[config.mk]
export PLATFORM = sky130hd
export DESIGN_NAME = ems_page_file
export DESIGN_NICKNAME = d
export VERILOG_FILES = /design/src/rtl/ems_pkg.sv /design/src/rtl/ems_ptr_reg.sv /design/src/rtl/ems_page_bank.sv /design/src/rtl/ems_rd_fmt.sv /design/src/rtl/ems_page_file.sv
export SDC_FILE = /design/constraint.sdc
export NUM_CORES = 2
export LEC_CHECK = 0
export BUFFER_PORTS_ARGS = -buffer_cell sky130_fd_sc_hd__buf_4
export CAP_MARGIN = 20
export CORE_ASPECT_RATIO = 0.9
export CORE_UTILIZATION = 47
export DETAILED_ROUTE_END_ITERATION = 10
export GPL_TIMING_DRIVEN = 0
export PLACE_DENSITY = 0.66
export SLEW_MARGIN = 25
export SYNTH_ARGS = -nofsm -noshare
export SYNTH_HDL_FRONTEND = slang
export SYNTH_SLANG_ARGS = --single-unit
export TNS_END_PERCENT = 1
[constraint.sdc]
create_clock -name clk -period 7.6 [get_ports clk]
set_input_delay 0.38 -clock clk [delete_from_list [all_inputs] [get_ports clk]]
set_output_delay 0.38 -clock clk [all_outputs]
set_load 0.005 [all_outputs]
[src/rtl/ems_pkg.sv]
// Shared constants and types for the paged window register file.
// Assumes 16-bit entries and an 8-bit pointer register.
package ems_pkg;
    localparam int ENTRY_W = 16;
    localparam int BYTE_W  = 8;

    // Fixed high bits merged into word reads of the data port
    localparam logic [ENTRY_W-1:0] WORD_HI_WIDE   = 16'hF000;
    localparam logic [ENTRY_W-1:0] WORD_HI_NARROW = 16'hFC00;

    typedef enum logic [1:0] {
        SEL_NONE = 2'd0,
        SEL_PTR  = 2'd1,
        SEL_DATA = 2'd2
    } port_sel_e;
endpackage

[src/rtl/ems_ptr_reg.sv]
// Entry pointer register. It loads from the pointer port. While its top
// bit is set, it steps the low index field on each data-port transfer.
// The index wraps modulo 2**IDX_W; the bits above the index are
// preserved. Assumes load and step are never requested together.
module ems_ptr_reg #(
    parameter int PTR_W = 8,
    parameter int IDX_W = 6
) (
    input  logic             clk,
    input  logic             rst_n,
    input  logic             load,
    input  logic [PTR_W-1:0] load_val,
    input  logic             xfer,
    output logic [PTR_W-1:0] ptr
);
    logic step_on;

    // Stepping is armed by the most significant pointer bit
    always_comb step_on = ptr[PTR_W-1];

    // Pointer state: reset, load, or step the index field
    always_ff @(posedge clk) begin
        if (!rst_n) begin
            ptr <= '0;
        end else if (load) begin
            ptr <= load_val;
        end else if (xfer && step_on) begin
            ptr <= {ptr[PTR_W-1:IDX_W], IDX_W'(ptr[IDX_W-1:0] + 1'b1)};
        end
    end

    // an armed transfer advances the index by one
    a_r7_step_index: assert property (@(posedge clk) disable iff (!rst_n)
        (xfer && !load && ptr[PTR_W-1]) |=>
            (ptr[IDX_W-1:0] == IDX_W'($past(ptr[IDX_W-1:0]) + 1'b1)));

    // an unarmed transfer leaves the pointer alone
    a_r8_hold_pointer: assert property (@(posedge clk) disable iff (!rst_n)
        (xfer && !load && !ptr[PTR_W-1]) |=> $stable(ptr));

    // stepping never disturbs the bits above the index
    a_r9_keep_upper: assert property (@(posedge clk) disable iff (!rst_n)
        (!load) |=> (ptr[PTR_W-1:IDX_W] == $past(ptr[PTR_W-1:IDX_W])));
endmodule

[src/rtl/ems_page_bank.sv]
// Storage for 2**IDX_W entries. Byte writes fill the upper byte with ones;
// word writes store the full value. Gives one random-read port and exports
// the half-bank picked by the set select.
module ems_page_bank
    import ems_pkg::*;
#(
    parameter int IDX_W = 6,
    localparam int ENTRIES = 1 << IDX_W,
    localparam int SET_SZ  = ENTRIES / 2,
    localparam int SET_W   = IDX_W - 1
) (
    input  logic                      clk,
    input  logic                      rst_n,
    input  logic                      wr_en,
    input  logic                      wr_word,
    input  logic [IDX_W-1:0]          wr_idx,
    input  logic [ENTRY_W-1:0]        wr_data,
    input  logic [IDX_W-1:0]          rd_idx,
    input  logic                      set_sel,
    output logic [ENTRY_W-1:0]        rd_entry,
    output logic [SET_SZ*ENTRY_W-1:0] set_pages
);
    logic [ENTRY_W-1:0] mem [ENTRIES];
    logic [ENTRY_W-1:0] wr_val;

    // Form the stored value: a byte write fills the high byte with ones
    always_comb wr_val = wr_word ? wr_data
                                 : {{(ENTRY_W-BYTE_W){1'b1}}, wr_data[BYTE_W-1:0]};

    // Entry storage with synchronous clear
    always_ff @(posedge clk) begin
        if (!rst_n) begin
            for (int e = 0; e < ENTRIES; e++) mem[e] <= '0;
        end else if (wr_en) begin
            mem[wr_idx] <= wr_val;
        end
    end

    // Random read for the data port
    always_comb rd_entry = mem[rd_idx];

    // Export every entry of the selected set
    for (genvar g = 0; g < SET_SZ; g++) begin : g_export
        always_comb set_pages[g*ENTRY_W +: ENTRY_W] = mem[{set_sel, SET_W'(g)}];
    end

    // a byte write leaves ones in the upper byte
    a_r3_byte_fill: assert property (@(posedge clk) disable iff (!rst_n)
        (wr_en && !wr_word) |=>
            (mem[$past(wr_idx)][ENTRY_W-1:BYTE_W] == {(ENTRY_W-BYTE_W){1'b1}}));

    // a word write keeps all bits
    a_r4_word_store: assert property (@(posedge clk) disable iff (!rst_n)
        (wr_en && wr_word) |=> (mem[$past(wr_idx)] == $past(wr_data)));
endmodule

[src/rtl/ems_rd_fmt.sv]
// Formats read data for the two ports. Pointer reads and byte data reads
// pad with ones; word data reads merge in the mode-dependent high bits.
// Assumes PTR_W does not exceed ENTRY_W.
module ems_rd_fmt
    import ems_pkg::*;
#(
    parameter int PTR_W = 8
) (
    input  logic               rd,
    input  port_sel_e          sel,
    input  logic               word,
    input  logic               wide_hi,
    input  logic [PTR_W-1:0]   ptr,
    input  logic [ENTRY_W-1:0] entry,
    output logic [ENTRY_W-1:0] rdata
);
    logic [ENTRY_W-1:0] hi_fill;

    // Pick the fixed bits that are ORed into word reads
    always_comb hi_fill = wide_hi ? WORD_HI_WIDE : WORD_HI_NARROW;

    // Read mux: ones whenever nothing of ours is being read
    always_comb begin
        rdata = '1;
        if (rd) begin
            unique case (sel)
                SEL_PTR:  rdata = {{(ENTRY_W-PTR_W){1'b1}}, ptr};
                SEL_DATA: rdata = word ? (entry | hi_fill)
                                       : {{(ENTRY_W-BYTE_W){1'b1}}, entry[BYTE_W-1:0]};
                default:  rdata = '1;
            endcase
        end
    end
endmodule

[src/rtl/ems_page_file.sv]
// Top level of the paged window register file. It decodes the pointer and
// data ports, drives the pointer and the storage, and formats read data.
// It also issues a registered one-cycle notice for every data-port write.
// Assumes io_rd and io_wr are one-cycle strobes and never both high.
module ems_page_file
    import ems_pkg::*;
#(
    parameter int ADDR_W = 16,
    parameter int IDX_W  = 6,
    parameter int PTR_W  = 8,
    parameter logic [ADDR_W-1:0] DATA_PORT = 16'h01EC,
    parameter logic [ADDR_W-1:0] PTR_PORT  = 16'h01EE,
    localparam int SET_SZ = (1 << IDX_W) / 2
) (
    input  logic                      clk,
    input  logic                      rst_n,
    input  logic [ADDR_W-1:0]         io_addr,
    input  logic [ENTRY_W-1:0]        io_wdata,
    input  logic                      io_wr,
    input  logic                      io_rd,
    input  logic                      io_word,
    input  logic                      map_en,
    input  logic                      map_set,
    input  logic                      wide_hi,
    output logic [ENTRY_W-1:0]        io_rdata,
    output logic                      upd_pulse,
    output logic [IDX_W-1:0]          upd_index,
    output logic                      upd_live,
    output logic [SET_SZ*ENTRY_W-1:0] act_pages
);
    port_sel_e          sel;
    logic               ptr_load;
    logic               data_wr;
    logic               data_xfer;
    logic [PTR_W-1:0]   ptr;
    logic [ENTRY_W-1:0] cur_entry;

    // Address decode
    always_comb begin
        if (io_addr == PTR_PORT)       sel = SEL_PTR;
        else if (io_addr == DATA_PORT) sel = SEL_DATA;
        else                           sel = SEL_NONE;
    end

    // Transfer qualifiers
    always_comb begin
        ptr_load  = io_wr && (sel == SEL_PTR);
        data_wr   = io_wr && (sel == SEL_DATA);
        data_xfer = (io_wr || io_rd) && (sel == SEL_DATA);
    end

    ems_ptr_reg #(.PTR_W(PTR_W), .IDX_W(IDX_W)) i_ptr (
        .clk      (clk),
        .rst_n    (rst_n),
        .load     (ptr_load),
        .load_val (io_wdata[PTR_W-1:0]),
        .xfer     (data_xfer),
        .ptr      (ptr)
    );

    ems_page_bank #(.IDX_W(IDX_W)) i_bank (
        .clk       (clk),
        .rst_n     (rst_n),
        .wr_en     (data_wr),
        .wr_word   (io_word),
        .wr_idx    (ptr[IDX_W-1:0]),
        .wr_data   (io_wdata),
        .rd_idx    (ptr[IDX_W-1:0]),
        .set_sel   (map_set),
        .rd_entry  (cur_entry),
        .set_pages (act_pages)
    );

    ems_rd_fmt #(.PTR_W(PTR_W)) i_fmt (
        .rd      (io_rd),
        .sel     (sel),
        .word    (io_word),
        .wide_hi (wide_hi),
        .ptr     (ptr),
        .entry   (cur_entry),
        .rdata   (io_rdata)
    );

    // Update notice: registered one cycle after each data-port write
    always_ff @(posedge clk) begin
        if (!rst_n) begin
            upd_pulse <= 1'b0;
            upd_index <= '0;
            upd_live  <= 1'b0;
        end else begin
            upd_pulse <= data_wr;
            if (data_wr) begin
                upd_index <= ptr[IDX_W-1:0];
                upd_live  <= map_en && (map_set == ptr[IDX_W-1]);
            end
        end
    end

    // a data write is always followed by the notice
    a_r10_pulse_follows: assert property (@(posedge clk) disable iff (!rst_n)
        data_wr |=> (upd_pulse && upd_index == $past(ptr[IDX_W-1:0])));

    // no notice without a preceding data write
    a_r10_no_stray: assert property (@(posedge clk) disable iff (!rst_n)
        !data_wr |=> !upd_pulse);

    // live flag matches the mapping inputs seen at the write
    a_r11_live_flag: assert property (@(posedge clk) disable iff (!rst_n)
        data_wr |=> (upd_live == ($past(map_en) && ($past(map_set) == upd_index[IDX_W-1]))));
endmodule

==> impl_results.md <==
* Status: completed
* Clock latency on the worst-skew pair at 740 ps
* Routed WL at 240 mm
* Slowest-stage cell, CP: nand2_1
* Vias at 39,600
* # setup viols final at 0
* Critical path data arrival time at 5670 ps
* Yosys top cell area share at 60.4%
* DR vias/cell at 6.79
* RSZ-0062 raised after global routing: no
* Area delta synth->final at 19.7%
* Clock Sinks at 1,046
* Slew headroom at 13.7%
* GRT Total Usage at 42.9%
* Setup TNS at 0 ps
* Wirelength per Cell at 41.2 um
* Post-synth ARST share at 0%
* Antenna violations before repair at 31
* Utilization after layout at 56.7%
* Maxcap violations at 0
* Predominant post-synthesis flop cell: edfxtp_1
* CTS Buf Count at 109
* Die X at 349 um
* Gpl congestion at 1.04
* Core Footprint at 107,000 um^2
* Max-slew violation count at 0
* R2R cell count at 7
* I/O pins at 576
* CTS tree: done
* Critical Path RT at 7950 ps
* CP max stage delay at 960 ps
* Clk slew on worst S/H paths at 60 ps
* Hold Crit Depth at 3
* Hold Crit Class: in2reg
* Syn avg cell area at 14.2 um^2
* Total gr overflow at 0
* Slew at the pin closest to its max-slew limit at 1290 ps
* Synth area leader: edfxtp_1
* Number of flops mapped to enable cells by yosys at 1,024
* Clock tree buffer depth at 3
* Post-DRT Antenna Nets at 0
* Top-count cell post-synth: edfxtp_1
* Root buffer cell: clkbuf_16
* PD cells at 226 nW/um^2
* Port bufs at 563
* CP Launch Type: register
* Final period utilization at 70.1%
* Post-DP HPWL at 180 mm
* Final layout net count at 4,314
* DR iter-0 viols at 7,302
* Peak fanout along the critical path at 16
* Post-Syn Area at 50,900 um^2
* Post-Syn Instances at 3,588
* Ordered list of cells on the worst path: buf_2 > nor3b_2 > and2_1 > clkbuf_1 > clkbuf_1 > nand2_1 > nand2_1
* Max Fclk at 188 MHz
* Number of warnings issued by yosys at 0
* WS Path Type: reg2reg
* Tot Pwr at 13,800 uW
* Yosys cell types at 58
* Yosys reg bits at 1,046
* Seq/Total Area, Yosys at 61.3%
* Layout cell share with drive strength beyond 1 at 36.6%
* Chip height at 314 um
* Rows at 114
* Critical Path End Type: register
* Initial core utilization at 47.4%
* Pin count of the biggest net entering global routing at 17
* Leakage at 0.0237 uW
* Synth top area cells: edfxtp_1 60%, mux2_2 11%, mux4_2 8.6%
* Post-route minimum period at 5320 ps
* Max IR drop VDD at 208 uV
* Final-report hold violation count at 0
* # H-tree levels at 3
* DRC viols at 0
* Die Area at 110,000 um^2
* Synth cell count leaders: 1,024 x edfxtp_1, 593 x nor2_1, 514 x mux2_2, 433 x and3_1, 292 x clkbuf_1
* Vias in the first global route at 36,300
* First-pass GRT wire length at 314 mm
* Pre-antenna DRT Iters at 8
* Setup Skew at 21.3 ps
what timing repair did:
item	in CTS	in global routing
endpoints found under the setup margin	0	0
buffers inserted	0	0
endpoints found under the hold margin	1	0
gates resized for setup	0	0
hold buffers	1	0
worst paths after layout:
check | start | to | slack, ps
setup / recovery | i_ptr.ptr[0] | i_bank.mem[60][14] | 2280
hold / removal | rst_n | i_ptr.ptr[7] | 100
setup reg to reg | i_ptr.ptr[0] | i_bank.mem[60][14] | 2280
hold reg to reg | i_ptr.ptr[6] | i_ptr.ptr[6] | 510
placed cells by master (no fill, tap or decap), types with 27 or more instances in the layout:
| cell | count |
|---|---|
| edfxtp_1 | 1024 |
| nor2_1 | 592 |
| buf_4 | 581 |
| mux2_2 | 514 |
| and3_1 | 433 |
| clkbuf_1 | 280 |
| mux4_2 | 194 |
| clkbuf_16 | 110 |
| nand2_1 | 97 |
| a22oi_1 | 54 |
| mux2i_1 | 53 |
| nand2_2 | 47 |
| a21oi_1 | 32 |
| clkinv_1 | 31 |
| and2_1 | 27 |
cells by family after synthesis:
logic type      share of synthesized area, %
buf+inv                                 3.22
fa+ha+maj                             0.0246
other cells                          0.00737
compound gates                          1.67
xor+xnor                              0.0172
mux                                     21.0
flops                                   61.3
simple gates                            12.8
power by group:
group	internal [uW]	leakage, uW	switching (uW)
registers	6560	0.0103	132
logic	499	0.0116	806
clock network	3300	0.00181	2460
stage by stage:
step                      area (um^2)  setup WS (ps)  cells  hold slack [ps]
after floorplan                 50900           4940   3591              432
after global placement          56900           2380   5604              487
after detailed placement        57100           2690   5610              490
after CTS                       60900           2630   5817             55.1
after global routing            60900           2500   5818              109
final                           60900           2280   5826              102
worst max-delay path: cells and delay by family (launching register included):
| kind | cells | cell delay (ps) |
|---|---|---|
| buffers and inverters | 3 | 2060 |
| flip-flops | 1 | 370 |
| AND/OR/NAND/NOR | 4 | 2470 |
registers in the layout, summed over array words and instances (netlist names), named ones only:
name and count:
upd_live 1, i_ptr.ptr 8, upd_pulse 1, upd_index 6, i_bank.mem 1024
area by class of cell:
type / instances / area (um^2)
buffer: 364 / 1650
sequential: 1046 / 31200
antenna: 8 / 20.0
multi-input combinational: 2176 / 18100
fill: 8811 / 46500
clock buffer: 125 / 2840
tap: 1450 / 1810
inverter: 5 / 18.8
timing repair buffer: 571 / 4360
clock inverter: 81 / 916
layer usage:
| layer | global-route usage [%] | vias up | part of all wire, % |
|---|---|---|---|
| met5 | 0 | - | 0.057 |
| met1 | 58.1 | 20300 | 37 |
| met4 | 20.1 | 18 | 5.5 |
| met2 | 60.4 | 3748 | 42 |
| li1 | - | 14900 | - |
| met3 | 16.9 | 606 | 16 |
(Power assumes the default switching activity.)
